[config.mk]
export PLATFORM = sky130hd
export DESIGN_NAME = cover_cost_ctrl
export DESIGN_NICKNAME = d
export VERILOG_FILES = /design/src/rtl/cover_cost_pkg.sv /design/src/rtl/cover_popcount_tree.sv /design/src/rtl/cover_bound_unit.sv /design/src/rtl/cover_best_store.sv /design/src/rtl/cover_ctl.sv /design/src/rtl/cover_cost_ctrl.sv
export SDC_FILE = /design/constraint.sdc
export NUM_CORES = 1
export LEC_CHECK = 0
export ABC_AREA = 1
export BUFFER_PORTS_ARGS = -buffer_cell sky130_fd_sc_hd__buf_2
export CAP_MARGIN = 20
export CORE_ASPECT_RATIO = 1.5
export CORE_UTILIZATION = 30
export CTS_CLUSTER_DIAMETER = 30
export DETAILED_ROUTE_END_ITERATION = 8
export SETUP_SLACK_MARGIN = 0.05
export SLEW_MARGIN = 20
export SYNTH_ARGS = -nofsm -noshare
export SYNTH_HDL_FRONTEND = slang
export SYNTH_SLANG_ARGS = --single-unit
[constraint.sdc]
create_clock -name clk -period 6.7 [get_ports clk]
set_input_delay 0.67 -clock clk [delete_from_list [all_inputs] [get_ports clk]]
set_output_delay 0.67 -clock clk [all_outputs]
set_load 0.1 [all_outputs]
[src/rtl/cover_cost_pkg.sv]
package cover_cost_pkg;

  typedef enum logic [1:0] {
    CTL_IDLE = 2'd0,
    CTL_RUN  = 2'd1,
    CTL_DONE = 2'd2
  } ctl_state_t;

  localparam logic [1:0] VAR_ZERO = 2'b00;
  localparam logic [1:0] VAR_ONE  = 2'b01;
  localparam logic [1:0] FRM_SAT  = 2'b01;

  // A variable contributes to the cost only when it is firmly at one.
  function automatic logic var_is_one(input logic [1:0] code);
    return code == VAR_ONE;
  endfunction

  function automatic logic formula_sat(input logic [1:0] code);
    return code == FRM_SAT;
  endfunction

endpackage

[src/rtl/cover_popcount_tree.sv]
module cover_popcount_tree #(
  parameter int N  = 16,
  parameter int CW = $clog2(N + 2)
) (
  input  logic          clk,
  input  logic          rst_n,
  input  logic [N-1:0]  ones_i,
  output logic [CW-1:0] sum_o
);

  localparam int LVLS = (N > 1) ? $clog2(N) : 1;
  localparam int P    = 1 << LVLS;

  // Heap layout: node 1 is the root, nodes P..2P-1 are the leaves.
  logic [CW-1:0] node [1:2*P-1];

  for (genvar g = 0; g < P; g++) begin : g_leaf
    if (g < N) begin : g_real
      assign node[P+g] = {{(CW-1){1'b0}}, ones_i[g]};
    end else begin : g_pad
      assign node[P+g] = '0;
    end
  end

  for (genvar i = 1; i < P; i++) begin : g_add
    assign node[i] = node[2*i] + node[2*i+1];
  end

  assign sum_o = node[1];

  // the tree agrees with a flat bit count
  assert_tree_sum_R2: assert property (@(posedge clk) disable iff (!rst_n)
    sum_o == CW'($countones(ones_i)));

endmodule

[src/rtl/cover_bound_unit.sv]
module cover_bound_unit #(
  parameter int CW = 5
) (
  input  logic          clk,
  input  logic          rst_n,
  input  logic          run_i,
  input  logic [CW-1:0] cost_i,
  input  logic [CW-1:0] best_i,
  output logic          exceeded_o
);

  logic [CW-1:0] bound;
  logic          bound_neg;

  // Bound is one below the best cover; a zero best leaves no room at all.
  function automatic logic over_bound(input logic [CW-1:0] cost,
                                      input logic [CW-1:0] bnd,
                                      input logic          neg);
    return neg || (cost > bnd);
  endfunction

  assign bound      = best_i - CW'(1);
  assign bound_neg  = (best_i == '0);
  assign exceeded_o = run_i && over_bound(cost_i, bound, bound_neg);

  // a raised flag means the path cannot undercut the record
  assert_flag_means_no_gain_R3: assert property (@(posedge clk) disable iff (!rst_n)
    exceeded_o |-> (cost_i >= best_i));

  // a path strictly cheaper than the record is never pruned
  assert_cheaper_not_pruned_R3: assert property (@(posedge clk) disable iff (!rst_n)
    (run_i && cost_i < best_i) |-> !exceeded_o);

  // flag silent outside a run
  assert_flag_idle_low_R4: assert property (@(posedge clk) disable iff (!rst_n)
    !run_i |-> !exceeded_o);

endmodule

[src/rtl/cover_best_store.sv]
module cover_best_store #(
  parameter int N  = 16,
  parameter int CW = $clog2(N + 2)
) (
  input  logic          clk,
  input  logic          rst_n,
  input  logic          clear_i,
  input  logic          cap_i,
  input  logic [CW-1:0] cost_i,
  input  logic [N-1:0]  ones_i,
  output logic [CW-1:0] best_cost_o,
  output logic [N-1:0]  best_assign_o,
  output logic          found_o
);

  always_ff @(posedge clk) begin
    if (!rst_n || clear_i) begin
      best_cost_o   <= '1;
      best_assign_o <= '0;
      found_o       <= 1'b0;
    end else if (cap_i) begin
      best_cost_o   <= cost_i;
      best_assign_o <= ones_i;
      found_o       <= 1'b1;
    end
  end

  // a capture loads the offered cost
  assert_capture_loads_R5: assert property (@(posedge clk) disable iff (!rst_n)
    (cap_i && !clear_i) |=> (best_cost_o == $past(cost_i)) && found_o);

  // stored cost always matches the stored cover
  assert_record_consistent_R5: assert property (@(posedge clk) disable iff (!rst_n)
    found_o |-> (best_cost_o == CW'($countones(best_assign_o))));

  // without capture or clear, the record holds
  assert_record_holds_R6: assert property (@(posedge clk) disable iff (!rst_n)
    (!cap_i && !clear_i) |=> $stable(best_cost_o) && $stable(best_assign_o) && $stable(found_o));

  // clear restores the empty record
  assert_clear_empty_R7: assert property (@(posedge clk) disable iff (!rst_n)
    clear_i |=> (best_cost_o == '1) && (best_assign_o == '0) && !found_o);

endmodule

[src/rtl/cover_ctl.sv]
module cover_ctl
  import cover_cost_pkg::*;
(
  input  logic clk,
  input  logic rst_n,
  input  logic start_i,
  input  logic search_done_i,
  output logic run_o,
  output logic done_o
);

  ctl_state_t state, state_nx;

  always_comb begin
    state_nx = state;
    if (start_i) begin
      state_nx = CTL_RUN;
    end else if (state == CTL_RUN && search_done_i) begin
      state_nx = CTL_DONE;
    end
  end

  always_ff @(posedge clk) begin
    if (!rst_n) state <= CTL_IDLE;
    else        state <= state_nx;
  end

  assign run_o  = (state == CTL_RUN);
  assign done_o = (state == CTL_DONE);

  // running and finished are never reported together
  assert_run_done_excl_R8: assert property (@(posedge clk) disable iff (!rst_n)
    $onehot0({run_o, done_o}));

  // start always lands in a run
  assert_start_runs_R9: assert property (@(posedge clk) disable iff (!rst_n)
    start_i |=> run_o);

  // completion ends the run
  assert_done_follows_R8: assert property (@(posedge clk) disable iff (!rst_n)
    (run_o && search_done_i && !start_i) |=> done_o);

endmodule

[src/rtl/cover_cost_ctrl.sv]
module cover_cost_ctrl
  import cover_cost_pkg::*;
#(
  parameter int N  = 16,
  parameter int CW = $clog2(N + 2)
) (
  input  logic          clk,
  input  logic          rst_n,
  input  logic          start_i,
  input  logic          search_done_i,
  input  logic [2*N-1:0] assign_i,
  input  logic [1:0]    formula_i,
  output logic          cost_exceeded_o,
  output logic [CW-1:0] cur_cost_o,
  output logic [CW-1:0] best_cost_o,
  output logic [N-1:0]  best_assign_o,
  output logic          found_o,
  output logic          search_run_o,
  output logic          done_o
);

  logic [N-1:0] ones_vec;
  logic         run;
  logic         sat_now;
  logic         cheaper;
  logic         cap_event;

  for (genvar k = 0; k < N; k++) begin : g_decode
    assign ones_vec[k] = var_is_one(assign_i[2*k+1:2*k]);
  end

  cover_ctl u_ctl (
    .clk           (clk),
    .rst_n         (rst_n),
    .start_i       (start_i),
    .search_done_i (search_done_i),
    .run_o         (run),
    .done_o        (done_o)
  );

  cover_popcount_tree #(.N(N), .CW(CW)) u_tree (
    .clk    (clk),
    .rst_n  (rst_n),
    .ones_i (ones_vec),
    .sum_o  (cur_cost_o)
  );

  cover_bound_unit #(.CW(CW)) u_bound (
    .clk        (clk),
    .rst_n      (rst_n),
    .run_i      (run),
    .cost_i     (cur_cost_o),
    .best_i     (best_cost_o),
    .exceeded_o (cost_exceeded_o)
  );

  assign sat_now   = formula_sat(formula_i);
  assign cheaper   = (cur_cost_o < best_cost_o);
  assign cap_event = run && !start_i && sat_now && cheaper;

  cover_best_store #(.N(N), .CW(CW)) u_store (
    .clk           (clk),
    .rst_n         (rst_n),
    .clear_i       (start_i),
    .cap_i         (cap_event),
    .cost_i        (cur_cost_o),
    .ones_i        (ones_vec),
    .best_cost_o   (best_cost_o),
    .best_assign_o (best_assign_o),
    .found_o       (found_o)
  );

  assign search_run_o = run;

  // during a run the record cost never rises unless restarted
  assert_best_monotone_R6: assert property (@(posedge clk) disable iff (!rst_n)
    (run && !start_i) |=> (best_cost_o <= $past(best_cost_o)));

  // record frozen while finished
  assert_done_frozen_R8: assert property (@(posedge clk) disable iff (!rst_n)
    (done_o && !start_i) |=> $stable(best_cost_o) && $stable(best_assign_o) && done_o);

endmodule

==> results.md <==
- The run finished with clean final reports.
- The slowest cell on the critical path is fa_1.
- Buffers inserted to repair hold after CTS numbered 0.
- Post-CTS timing repair inserted 0 buffers for setup.
- The number of violations reported at the end of detailed-routing iteration 0 is 61.
- Detailed placement finished with a half-perimeter wire length of 3510 um.
- The area growth from synthesis to layout is 27.2%.
- The final setup violation count is 0.
- STA classifies the critical path endpoint as an output port.
- The standard cell core area is 5870 um2.
- The worst hold path belongs to the class register to register.
- The number of global-route vias before repair is 1629.
- The die is 98.3 um tall.
- Among cell families on the critical path, the largest total delay comes from adder cells.
- The post-synthesis register bit count is 24.
- The slew of the pin with the lowest slew margin is 0.509 ns.
- Across the VDD grid, the largest voltage drop is roughly 0.18 mV.
- The length in cells of the worst reg-to-reg path is 10.
- The root buffer cell is clkbuf_8.
- The worst hold slack across all endpoints is 0.460 ns.
- The number of distinct standard cells referenced by the synthesized netlist is 18.
- Sequential elements use 25.9% of the synthesized area.
- For this run, design rule violations remaining after detail routing come to 0.
- Port buffering added between 60 and 70 buffers.
- The synthesized design spends more area on one cell type than any other, namely dfxtp_1.
- Once detail routing completed, the nets flagged for antenna violations numbered 0.
- The startpoint identified for the worst hold timing path is u_store.found_o.
- Of the cells placed in the final design, the portion with a size suffix greater than 1 is 26.2%.
- The post-synthesis area per instance is 6.69 um2.
- Headroom to the max-slew limit came out at 66.3%.
- The number of violations of the max-capacitance limit is 0.
- The total clock buffers created by CTS is 3.
- The routed design has approximately 4300 um of wire.
- The mean routed wirelength per cell is 10.4 um.
- The synthesized netlist occupies a cell area of 1850 um2.
- Setup repair after global routing left no endpoint under its margin.
- On the worst path, the slowest cell contributes a delay of 0.51 ns.
- After synthesis, the cell types taking the most area are dfxtp_1 26%, inv_1 14%, nand2_1 13%, fa_1 11%, ha_1 11%.
- The minimum clock period is 5.95 ns.
- The floorplan step defined a die boundary enclosing 6500 um2.
- The path with the worst hold slack has its endpoint at u_store.found_o.
- The clock-pin slew on the worst setup and hold paths is 0.09 ns.
- The residual overflow from global routing is 0.
- Leaving out fill and tap cells, the most frequent cell in the layout is inv_1.
- The number of antenna repair diodes is 0.
- The total global-route track usage is ~14%.
- In the final timing run, aggregate negative setup slack is 0 ns.
- After filler insertion, the fill cell instance count of the layout stands at 634.
- Once the clock tree was built, the resizer swapped 0 gates to a different size.
- Pin placement for this block handled 68 I/O pins.
- The worst flop-to-flop path startpoint is u_store.best_cost_o[4].
- Counting every sink on the clock net gives 24.
- The maximum number of pins on one net before global-route repair is 23.
- For the worst setup path, the data required time is 6.03 ns.
- The critical path arrival is 5.28 ns.
- After floorplanning, the core was divided into 34 placement rows.
- Measured on the finished design, the core utilization comes to 40.2%.
- In the layout the commonest cells are 69 x inv_1, 67 x buf_2, 62 x nand2_1.
- The total of warnings raised by yosys is 0.
- The synthesized netlist cell count is 277.
- The highest achievable clock rate is 168 MHz.
- The critical path class is input port to output port.
- The final hold violation count was 0.
- The first detailed-routing pass ran for 4 iterations.
- The reg2reg setup slack is 4.42 ns.
- The nature of the critical path startpoint is an input port.
- The first global-routing pass estimated roughly 7100 um of wire.
- The initial antenna violation count came to 0.
- The via count of the routed design is 1770.
- The clock passes through at most 2 buffers.
- At the end of routability-driven placement, the weighted congestion stood at 0.804.
- The final setup skew is 0.00503 ns.
- The maximum level of the CTS H-tree is 1.
- The leakage power summed over all cells is 1.48 nW.
- Using the TritonRoute via totals, the vias-per-cell ratio works out to 4.25.
- The number of nets in the layout is 409.
- The power per cell area is 282 nW/um2.
- The clock reaches the later pin of the worst-skew pair after 0.28 ns.
- The maximum fanout along the worst path is 4.
- The endpoint identified for the worst register-to-register timing path is u_store.best_assign_o[2].
- The starting utilization of the core area is 31.6%.
- The top cell type by area accounts for 25.9% of the synthesized area.
- Along the worst hold path, the cell count comes to 2.
- TritonCTS built the clock tree.
- The die span in x is between 60 and 70 um.
- The critical path goes through buf_2 > or2_2 > inv_1 > fa_1 > inv_1 > fa_1 > fa_1 > inv_1 > fa_1 > ha_1 > fa_1 > a21oi_1 > nor2_2 > ha_1 > nand2_1 > nor2_1 > nand2_1 > nand3_1 > nand2_1 > a21oi_2 > buf_2.
- Together, buffers and inverters on the worst path number 5.
- The worst path uses roughly 89% of the clock period.
- Synthesis produced a netlist with a net count of 341.
- The final count of pins violating max slew is 0.
- The most numerous cell type found on the critical path is fa_1.
[tightest hold or removal path, cell delays in order, from the launching register on]
cell and delay (ns):
dfxtp_1 0.32, inv_1 0.05, a21oi_1 0.06
[Yosys cell counts (all sizes together)]
| cell | instances |
|---|---|
| fa | 10 |
| nand4 | 11 |
| buf | 4 |
| clkbuf | 4 |
| a21oi | 7 |
| or2 | 4 |
| ha | 16 |
| inv | 74 |
| nand2 | 62 |
| dfxtp | 24 |
| nor2 | 42 |
| xnor2 | 1 |
| xor2 | 3 |
| nand3 | 15 |
[registers in the layout (all words and copies together) (netlist names)]
name                   cells
u_store.best_assign_o     16
u_store.found_o            1
u_store.best_cost_o        5
u_ctl.state                2
[area by class of cell]
| cell class | count | area (um2) | share of cell area, % |
|---|---|---|---|
| repair buffers | 71 | 365 | 15.5 |
| inverters | 74 | 278 | 11.8 |
| clock inverters | 1 | 30.0 | 1.27 |
| flip-flops and latches | 24 | 480 | 20.4 |
| multi-input cells | 171 | 1070 | 45.5 |
| well taps | 72 | 90.1 | 3.82 |
| clock buffers | 3 | 41.3 | 1.75 |
[per-stage QoR]
step	std cells	worst slack [ns]	instance area (um2)	total power [mW]
3_3_place_gp	412	0.788	2290	0.535
4_1_cts	416	0.740	2360	0.675
2_1_floorplan	277	0.109	1880	0.471
6_report	416	0.753	2360	0.665
5_1_grt	416	0.499	2360	0.707
3_5_place_dp	412	0.756	2290	0.538
[how the worst max path moves through the flow]
| stage | startpoint | endpoint | slack (ns) | cells after the start |
|---|---|---|---|---|
| finish | assign_i[19] | cost_exceeded_o | 0.75 | 21 |
| global route | assign_i[19] | cost_exceeded_o | 0.50 | 21 |
| CTS | assign_i[19] | cost_exceeded_o | 0.74 | 21 |
| detailed placement | assign_i[19] | cost_exceeded_o | 0.76 | 21 |
| global placement | assign_i[19] | cost_exceeded_o | 0.79 | 21 |
| floorplan | assign_i[19] | cost_exceeded_o | 0.11 | 19 |
[where the power goes]
part           switching (mW)  leakage (nW)  total, mW  internal, mW
Sequential            0.00138         0.194      0.146         0.145
Clock                  0.0534        0.0357      0.133        0.0801
Combinational           0.294          1.25      0.386        0.0916
Total                   0.349          1.48      0.665         0.316
[layer usage]
metal | global-route usage, % | share of wire, % | wire length, um | vias to the layer above
met4 | 5.89 | 2.2 | 95 | 0
met3 | 1.17 | 3.1 | 133 | 7
met2 | 26.5 | 53 | 2300 | 40
li1 | - | - | - | 947
met1 | 15.7 | 42 | 1810 | 776
met5 | 0 | 0 | 0 | -
[kinds of logic (layout without fill, tap and decap cells)]
| kind of cell | Yosys count | in the layout | synth area share, % |
|---|---|---|---|
| compound gates | 7 | 7 | 1.89 |
| simple gates | 134 | 134 | 31.1 |
| xor+xnor | 4 | 4 | 1.89 |
| fa+ha+maj | 26 | 26 | 21.6 |
| buf+inv | 82 | 149 | 17.6 |
| flops | 24 | 24 | 25.9 |
(Power assumes the default switching activity.)
